==> config.mk <==
export PLATFORM = sky130hd
export DESIGN_NAME = bmdma_chan_regs
export DESIGN_NICKNAME = d
export VERILOG_FILES = /design/src/rtl/bmdma_pkg.sv /design/src/rtl/bmdma_cmd_ctrl.sv /design/src/rtl/bmdma_status.sv /design/src/rtl/bmdma_prd_ptr.sv /design/src/rtl/bmdma_chan_regs.sv
export SDC_FILE = /design/constraint.sdc
export NUM_CORES = 1
export LEC_CHECK = 0
export ABC_AREA = 1
export BUFFER_PORTS_ARGS = -buffer_cell sky130_fd_sc_hd__buf_2
export CORE_MARGIN = 3
export CORE_UTILIZATION = 29
export DETAILED_ROUTE_END_ITERATION = 10
export HOLD_SLACK_MARGIN = 0.08
export PLACE_DENSITY = 0.63
export SYNTH_ARGS = -nofsm -noshare
export SYNTH_HDL_FRONTEND = slang
export SYNTH_SLANG_ARGS = --single-unit
==> constraint.sdc <==
create_clock -name clk -period 1.8 [get_ports clk]
set_input_delay 0.18 -clock clk [delete_from_list [all_inputs] [get_ports clk]]
set_output_delay 0.18 -clock clk [all_outputs]
set_load 0.02 [all_outputs]
==> src/rtl/bmdma_pkg.sv <==
package bmdma_pkg;
  localparam int unsigned DW = 32;
  localparam int unsigned NBYTES = DW / 8;

  // Command byte bit positions
  localparam int unsigned CMD_DIR = 3;
  localparam int unsigned CMD_EN  = 0;

  // Status byte bit positions
  localparam int unsigned STS_SIMPLEX = 7;
  localparam int unsigned STS_DRV1    = 6;
  localparam int unsigned STS_DRV0    = 5;
  localparam int unsigned STS_IRQ     = 2;
  localparam int unsigned STS_ERR     = 1;
  localparam int unsigned STS_ACT     = 0;

  typedef enum logic [0:0] {
    WSEL_CTRL = 1'b0,
    WSEL_PTR  = 1'b1
  } word_sel_e;

  // Step to the next descriptor, keeping the alignment bits cleared
  function automatic logic [DW-1:0] prd_advance(input logic [DW-1:0] cur,
                                                input int unsigned step);
    logic [DW-1:0] nxt;
    nxt = cur + DW'(step);
    nxt[1:0] = 2'b00;
    return nxt;
  endfunction

  // Replace only the bytes whose enable bit is set
  function automatic logic [DW-1:0] be_merge(input logic [DW-1:0] old_v,
                                             input logic [DW-1:0] new_v,
                                             input logic [NBYTES-1:0] be);
    logic [DW-1:0] r;
    for (int i = 0; i < NBYTES; i++) begin
      r[i*8 +: 8] = be[i] ? new_v[i*8 +: 8] : old_v[i*8 +: 8];
    end
    return r;
  endfunction

  // Write-1-to-clear with set priority
  function automatic logic w1c_next(input logic cur, input logic set_ev,
                                    input logic clr_wr);
    return set_ev | (cur & ~clr_wr);
  endfunction
endpackage

==> src/rtl/bmdma_cmd_ctrl.sv <==
module bmdma_cmd_ctrl (
  input  logic       clk,
  input  logic       rst_n,
  input  logic       wr_cmd,
  input  logic [7:0] wdata,
  input  logic       done_i,
  output logic       en_o,
  output logic       dir_o,
  output logic       active_o,
  output logic       start_o,
  output logic       abort_o
);
  import bmdma_pkg::*;

  logic en_q, dir_q, act_q, start_q, abort_q;
  logic en_rise, en_fall, dir_wr_ok;

  assign en_rise   = wr_cmd & wdata[CMD_EN] & ~en_q;
  assign en_fall   = wr_cmd & ~wdata[CMD_EN] & en_q;
  assign dir_wr_ok = wr_cmd & ~act_q;

  always_ff @(posedge clk) begin
    if (!rst_n) begin
      en_q    <= 1'b0;
      dir_q   <= 1'b0;
      act_q   <= 1'b0;
      start_q <= 1'b0;
      abort_q <= 1'b0;
    end else begin
      start_q <= en_rise;
      abort_q <= en_fall;
      if (wr_cmd) en_q <= wdata[CMD_EN];
      if (dir_wr_ok) dir_q <= wdata[CMD_DIR];
      if (en_rise) act_q <= 1'b1;
      else if (en_fall || done_i) act_q <= 1'b0;
    end
  end

  assign en_o     = en_q;
  assign dir_o    = dir_q;
  assign active_o = act_q;
  assign start_o  = start_q;
  assign abort_o  = abort_q;

  p_start_sets_active_r3: assert property (@(posedge clk) disable iff (!rst_n)
    start_q |-> act_q);
  p_start_one_cycle_r3: assert property (@(posedge clk) disable iff (!rst_n)
    start_q |=> !start_q);
  p_abort_clears_r4: assert property (@(posedge clk) disable iff (!rst_n)
    abort_q |-> (!act_q && !en_q));
  p_no_start_abort_r4: assert property (@(posedge clk) disable iff (!rst_n)
    !(start_q && abort_q));
  p_dir_held_r6: assert property (@(posedge clk) disable iff (!rst_n)
    (act_q && $past(act_q)) |-> $stable(dir_q));
  p_done_drops_r5: assert property (@(posedge clk) disable iff (!rst_n)
    (done_i && !en_rise) |=> !act_q);
endmodule

==> src/rtl/bmdma_status.sv <==
module bmdma_status (
  input  logic       clk,
  input  logic       rst_n,
  input  logic       wr_sts,
  input  logic [7:0] wdata,
  input  logic       simplex_i,
  input  logic       active_i,
  input  logic       irq_evt,
  input  logic       err_evt,
  output logic [7:0] sts_o
);
  import bmdma_pkg::*;

  logic drv1_q, drv0_q, irq_q, err_q;
  logic irq_clr, err_clr;

  assign irq_clr = wr_sts & wdata[STS_IRQ];
  assign err_clr = wr_sts & wdata[STS_ERR];

  always_ff @(posedge clk) begin
    if (!rst_n) begin
      drv1_q <= 1'b0;
      drv0_q <= 1'b0;
      irq_q  <= 1'b0;
      err_q  <= 1'b0;
    end else begin
      if (wr_sts) begin
        drv1_q <= wdata[STS_DRV1];
        drv0_q <= wdata[STS_DRV0];
      end
      irq_q <= w1c_next(irq_q, irq_evt, irq_clr);
      err_q <= w1c_next(err_q, err_evt, err_clr);
    end
  end

  always_comb begin
    sts_o = '0;
    sts_o[STS_SIMPLEX] = simplex_i;
    sts_o[STS_DRV1]    = drv1_q;
    sts_o[STS_DRV0]    = drv0_q;
    sts_o[STS_IRQ]     = irq_q;
    sts_o[STS_ERR]     = err_q;
    sts_o[STS_ACT]     = active_i;
  end

  p_irq_set_wins_r8: assert property (@(posedge clk) disable iff (!rst_n)
    irq_evt |=> irq_q);
  p_err_set_wins_r8: assert property (@(posedge clk) disable iff (!rst_n)
    err_evt |=> err_q);
  p_irq_sticky_r7: assert property (@(posedge clk) disable iff (!rst_n)
    (irq_q && !irq_clr) |=> irq_q);
  p_err_sticky_r7: assert property (@(posedge clk) disable iff (!rst_n)
    (err_q && !err_clr) |=> err_q);
endmodule

==> src/rtl/bmdma_prd_ptr.sv <==
module bmdma_prd_ptr #(
  parameter int unsigned STEP = 8
) (
  input  logic        clk,
  input  logic        rst_n,
  input  logic        wr_ptr,
  input  logic [3:0]  be,
  input  logic [31:0] wdata,
  input  logic        adv_i,
  output logic [31:0] ptr_o
);
  import bmdma_pkg::*;

  logic [31:0] ptr_q, ptr_d;

  always_comb begin
    ptr_d = ptr_q;
    if (wr_ptr) ptr_d = be_merge(ptr_q, wdata, be);
    else if (adv_i) ptr_d = prd_advance(ptr_q, STEP);
    ptr_d[1:0] = 2'b00;
  end

  always_ff @(posedge clk) begin
    if (!rst_n) ptr_q <= '0;
    else        ptr_q <= ptr_d;
  end

  assign ptr_o = ptr_q;

  p_ptr_step_r11: assert property (@(posedge clk) disable iff (!rst_n)
    (adv_i && !wr_ptr) |=> (ptr_q - $past(ptr_q)) == 32'(STEP));
  p_ptr_hold_r10: assert property (@(posedge clk) disable iff (!rst_n)
    (!adv_i && !wr_ptr) |=> $stable(ptr_q));
endmodule

==> src/rtl/bmdma_chan_regs.sv <==
module bmdma_chan_regs #(
  parameter int unsigned PRD_STEP = 8
) (
  input  logic        clk,
  input  logic        rst_n,
  input  logic        reg_wr,
  input  logic [2:0]  reg_addr,
  input  logic [3:0]  reg_be,
  input  logic [31:0] reg_wdata,
  output logic [31:0] reg_rdata,
  input  logic        simplex_mode,
  input  logic        eng_prd_fetched,
  input  logic        eng_irq_evt,
  input  logic        eng_err_evt,
  input  logic        eng_done,
  output logic        eng_start,
  output logic        eng_abort,
  output logic        eng_dir,
  output logic [31:0] eng_prd_addr,
  output logic        bm_active
);
  import bmdma_pkg::*;

  word_sel_e   wsel;
  logic        wr_cmd, wr_sts, wr_ptr, adv;
  logic        en_w, dir_w, act_w;
  logic [7:0]  sts_w, cmd_w;
  logic [31:0] ptr_w;

  assign wsel   = word_sel_e'(reg_addr[2]);
  assign wr_cmd = reg_wr & (wsel == WSEL_CTRL) & reg_be[0];
  assign wr_sts = reg_wr & (wsel == WSEL_CTRL) & reg_be[2];
  assign wr_ptr = reg_wr & (wsel == WSEL_PTR) & (|reg_be);
  assign adv    = eng_prd_fetched & act_w;

  bmdma_cmd_ctrl u_cmd (
    .clk(clk), .rst_n(rst_n), .wr_cmd(wr_cmd), .wdata(reg_wdata[7:0]),
    .done_i(eng_done), .en_o(en_w), .dir_o(dir_w), .active_o(act_w),
    .start_o(eng_start), .abort_o(eng_abort)
  );

  bmdma_status u_sts (
    .clk(clk), .rst_n(rst_n), .wr_sts(wr_sts), .wdata(reg_wdata[23:16]),
    .simplex_i(simplex_mode), .active_i(act_w), .irq_evt(eng_irq_evt),
    .err_evt(eng_err_evt), .sts_o(sts_w)
  );

  bmdma_prd_ptr #(.STEP(PRD_STEP)) u_ptr (
    .clk(clk), .rst_n(rst_n), .wr_ptr(wr_ptr), .be(reg_be),
    .wdata(reg_wdata), .adv_i(adv), .ptr_o(ptr_w)
  );

  always_comb begin
    cmd_w = '0;
    cmd_w[CMD_DIR] = dir_w;
    cmd_w[CMD_EN]  = en_w;
  end

  always_comb begin
    if (wsel == WSEL_PTR) reg_rdata = ptr_w;
    else                  reg_rdata = {8'h00, sts_w, 8'h00, cmd_w};
  end

  assign eng_dir      = dir_w;
  assign eng_prd_addr = ptr_w;
  assign bm_active    = act_w;

  p_active_mirror_r3: assert property (@(posedge clk) disable iff (!rst_n)
    bm_active == sts_w[STS_ACT]);
  p_ptr_aligned_r10: assert property (@(posedge clk) disable iff (!rst_n)
    eng_prd_addr[1:0] == 2'b00);
endmodule

=== Yosys cells after proc, flatten, opt, wreduce, memory -nomap -nowiden ===
Cells that the tools add are included.

* Flip-flop bits (word level): 41
* Input bits: 47

* Add/subtract/negate cells: 1
* Equality and inequality tests: 4
* Multiplexer cells: 9
* Bitwise gates (word level): 23
* Reductions and logical operators: 8

{| class="wikitable"
|+ Operator list
! kind !! count
|-
| $mux W32 || 3
|-
| $add A32 B4 Y32 const B || 1
|-
| $mux W8 || 4
|-
| $and A1 B1 Y1 || 15
|-
| $ne A2 B2 Y1 const B || 4
|-
| $reduce_and A2 Y1 || 4
|-
| $not A1 Y1 || 6
|-
| $reduce_bool A2 Y1 || 2
|-
| $reduce_or A4 Y1 || 1
|-
| $mux W1 || 2
|-
| $or A1 B1 Y1 || 2
|-
| $logic_or A1 B1 Y1 || 1
|}

=== Depth between registers and ports, before layout ===
* Word-level depth: 8
* Mapped depth: 11
* Mapped depth without buffers: 10

=== Hierarchy ===
Synthesis repeated with hierarchy kept, for this count alone.

* Cells, all modules: 521
* Area total of the unflattened synthesis: 2,985.4 sq um

{| class="wikitable"
|+ Modules (own cells, without submodules)
! module !! times used !! cells an instance !! area an instance (sq um) !! seq. area each (sq um)
|-
| bmdma_prd_ptr || 1 || 378 || 2,198.4 || 600.6
|-
| bmdma_chan_regs || 1 || 88 || 391.6 || 0.0
|-
| bmdma_status || 1 || 29 || 209.0 || 80.1
|-
| bmdma_cmd_ctrl || 1 || 26 || 186.4 || 100.1
|}

=== Least setup slack after synthesis ===
OpenSTA, ideal clock, no wires.

* Path type: register -> register
* Start: reg u_ptr.ptr_q[4] (netlist: u_ptr.ptr_o[4])
* End: reg u_ptr.ptr_q[23] (netlist: u_ptr.ptr_o[23])
* Setup time: 131 ps
* Arrival time: 1,473 ps
* Slack: 197 ps
* Stages on the path, launching flop included: 11
* Path buffers: 0
* Path through: dfxtp_1 ha_1 inv_1 nor2_2 nand2_2 nor2_4 nand2_1 nand2_1 nand3_1 nand2_1 a21oi_2

* Word-level cells in the longest chain between the ends: 3

{| class="wikitable"
|+ Ends and longest elaborated chain
! element !! line !! RTL
|-
| start, declared || bmdma_prd_ptr.sv:14 || <nowiki>logic [31:0] ptr_q, ptr_d;</nowiki>
|-
| start signal, assigned || bmdma_prd_ptr.sv:25 || <nowiki>else ptr_q <= ptr_d;</nowiki>
|-
| $add A32 B4 Y32 || bmdma_pkg.sv:26 || <nowiki>nxt = cur + DW'(step);</nowiki>
|-
| $mux W32 || bmdma_prd_ptr.sv:19 || <nowiki>else if (adv_i) ptr_d = prd_advance(ptr_q, STEP);</nowiki>
|-
| $mux W32 || bmdma_prd_ptr.sv:18 || <nowiki>if (wr_ptr) ptr_d = be_merge(ptr_q, wdata, be);</nowiki>
|}

Every way passes these cells. The select of a mux whose other input is x is not followed.
A chain may end at the register's enable or synchronous reset.

=== Final worst setup path ===
* Start: reg u_ptr.ptr_q[3] (netlist: u_ptr.ptr_o[3])
* End: reg u_ptr.ptr_q[19] (netlist: u_ptr.ptr_o[19])

Same word-level chain as after synthesis.

==> results.yml <==
sta:
  rsz0062_at_grt: "false"
  fin_crit_sh: 0.885
  holdWs_ns: 0.108
  slew_violations: 0
  setup_ws_ns: 0.208
  post-route-min-period_ns: 1.59
  setup_violations: 0
  timing.fmax_mhz: 628
  skew_ns: 0.00941
  setup_tns_ns: 0
  hold_viol: 0
critical_path:
  r2r_setup_slack_ns: 0.21
  crit_type: "reg2reg"
  critPathArrivalTime_ns: 1.79
  endpoint_kind: "flip-flop"
  start_kind: "flip-flop"
  worstPathMaxFanout: 7
  cp.required_ns: 1.99
die:
  io_pins: 115
  rows: 36
  fp.dieH_um: 107
  die_width_um: 107
  die_area_um2: 11400
  coreArea_um2: 9820
  start_util: 0.299
placement:
  postPlaceCellArea_um2: 3660
  dp_hpwl_um: 7810
  place_ws_ns: 0.201
  numPortBuffers: 108
  place_inst: 744
  routabilityCongestion: 0.902
global_routing:
  antenna_found_initial: 0
  grt_start_max_net_pins: 31
  grt_overflow: 0
  grt_pass1_vias: 3240
  grt_usage: 0.173
  grt_pass1_wl_um: 16000
clock_network:
  cts_tree: "done"
  clk_latency_ns: 0.30
  clkSinkCount: 39
  root_buffer: "clkbuf_8"
  numCtsBuffers: 5
  clkTransAtPathRegs_ns: 0.09
  hold_buffers: 0
  cts_max_level: 2
  cts_resized: 0
  cts_buffer_depth: 2
  cts_setup_buffers: 0
drt:
  vias: 3466
  final_antenna_net_count: 0
  viasPerCell: 4.61
  wl_met3_um: 502
  wl_um: 9890
  wire_per_inst_um: 13.1
  top_layer: "met4"
  wl_met2_um: 4480
  firstDrtPassIters: 4
  drt-initial-drc-count: 201
  wl_met1_um: 4780
  remaining_drc_errors: 0
cells_and_area:
  final_cells: 752
  nFillCells: 1128
  fin_util: 0.385
  drive_gt1_frac: 0.271
  area_delta_synth_final_pct: 29.0
  antennaDiodeCount: 0
  final_nets: 666
  seq_area_um2: 782
  fin_area_um2: 3780
  multi_input_area_um2: 1800
power:
  p_total_mw: 2.10
  comb_power_share: 0.181
  leakagePower_nw: 1.86
  switching_share: 0.297
  vdd_ir_drop_max_uv: 265
  p_seq_frac: 0.437
  p_sw_mw: 0.624
  clockPowerShare: 0.382
  p_per_area_nw_per_um2: 554
  internal-power_mw: 1.47
synthesis:
  synth_seq_area_share: 0.266
  synth_cells: 506
  synth.distinct_cells: 34
  avgSynthCellArea_um2: 5.80
  yosys_register_bits: 39
  syn_area_um2: 2930
  yosysWarnings: 0
run:
  cap_violations: 0
status:
  status: "complete, no violations"
hold_path:
  hp-class: "in2reg"
-- final timing paths --
kind,startpoint,end,cells past startpoint
max,u_ptr.ptr_o[3],u_ptr.ptr_o[19],8
min reg2reg,u_sts.drv1_q,u_sts.drv1_q,2
min,eng_err_evt,u_sts.err_q,3
max reg2reg,u_ptr.ptr_o[3],u_ptr.ptr_o[19],8
-- cells in the mapped netlist (all sizes together) --
library cell  number  share of area
nand2            173           0.24
nor2              65          0.098
inv               63          0.082
nand3             55          0.098
dfxtp             39           0.27
o21ai             39          0.067
a21oi             35          0.066
buf               14          0.034
clkbuf             5         0.0064
o211ai             4          0.012
and2               2         0.0043
nand3b             2         0.0051
nor3               2         0.0034
a31o               1         0.0030
a31oi              1         0.0021
clkinv             1         0.0013
conb               1         0.0013
ha                 1         0.0043
o21bai             1         0.0026
xnor2              1         0.0030
xor2               1         0.0030
-- worst max-delay path: stages, from the launching register on --
cell and delay (ns):
dfxtp_1 0.35, ha_1 0.22, inv_1 0.09, nor2_2 0.16, nand2_2 0.16, o21ai_1 0.26
nand2_1 0.09, o21ai_1 0.12, nor2_1 0.05
-- per-layer routing --
layer  GRT usage  vias to the layer above
li1            -                     1819
met1       0.240                     1547
met2       0.285                       91
met3      0.0247                        9
met4      0.0384                        0
met5           0                        -
-- state kept, by name, summed over array words and instances (netlist names) --
signal          count
u_cmd.abort_o       1
u_cmd.active_o      1
u_cmd.dir_o         1
u_cmd.en_o          1
u_cmd.start_o       1
u_ptr.ptr_o        30
u_sts.drv0_q        1
u_sts.drv1_q        1
u_sts.err_q         1
u_sts.irq_q         1
-- kinds of logic after synthesis --
| family | after synthesis | share of synthesized area |
|---|---|---|
| compound gates | 81 | 0.152 |
| xor+xnor | 2 | 0.00597 |
| fa+ha+maj | 1 | 0.00426 |
| buf+inv | 83 | 0.124 |
| flops | 39 | 0.266 |
| other cells | 1 | 0.00128 |
| simple gates | 299 | 0.446 |
-- cell usage in the layout (no fill, tap or decap), types with 7 or more instances in the layout --
cell	Yosys	routed
nand2_1	162	162
buf_2	5	108
inv_1	60	60
nand3_1	54	54
nor2_1	52	50
dfxtp_1	39	38
o21ai_0	32	32
a21oi_1	30	30
nor2_2	11	13
buf_4	5	12
nand2_2	7	7
o21ai_1	7	7
-- power by group through the flow --
stage               Sequential, mW  Clock (mW)  Combinational (mW)
floorplan                    0.954           0               0.208
global placement             0.935           0               0.375
detailed placement           0.936           0               0.381
CTS                          0.916       0.808               0.383
global route                 0.922       0.844               0.424
finish                       0.917       0.801               0.379
-- cell type report --
type                    count  area share
clock buffers               6      0.0218
clock inverters             2     0.00926
inverters                  64      0.0648
multi-input cells         386       0.476
flip-flops and latches     39       0.207
well taps                 133      0.0440
repair buffers            122       0.177
Power figures use the tool's default switching activity.
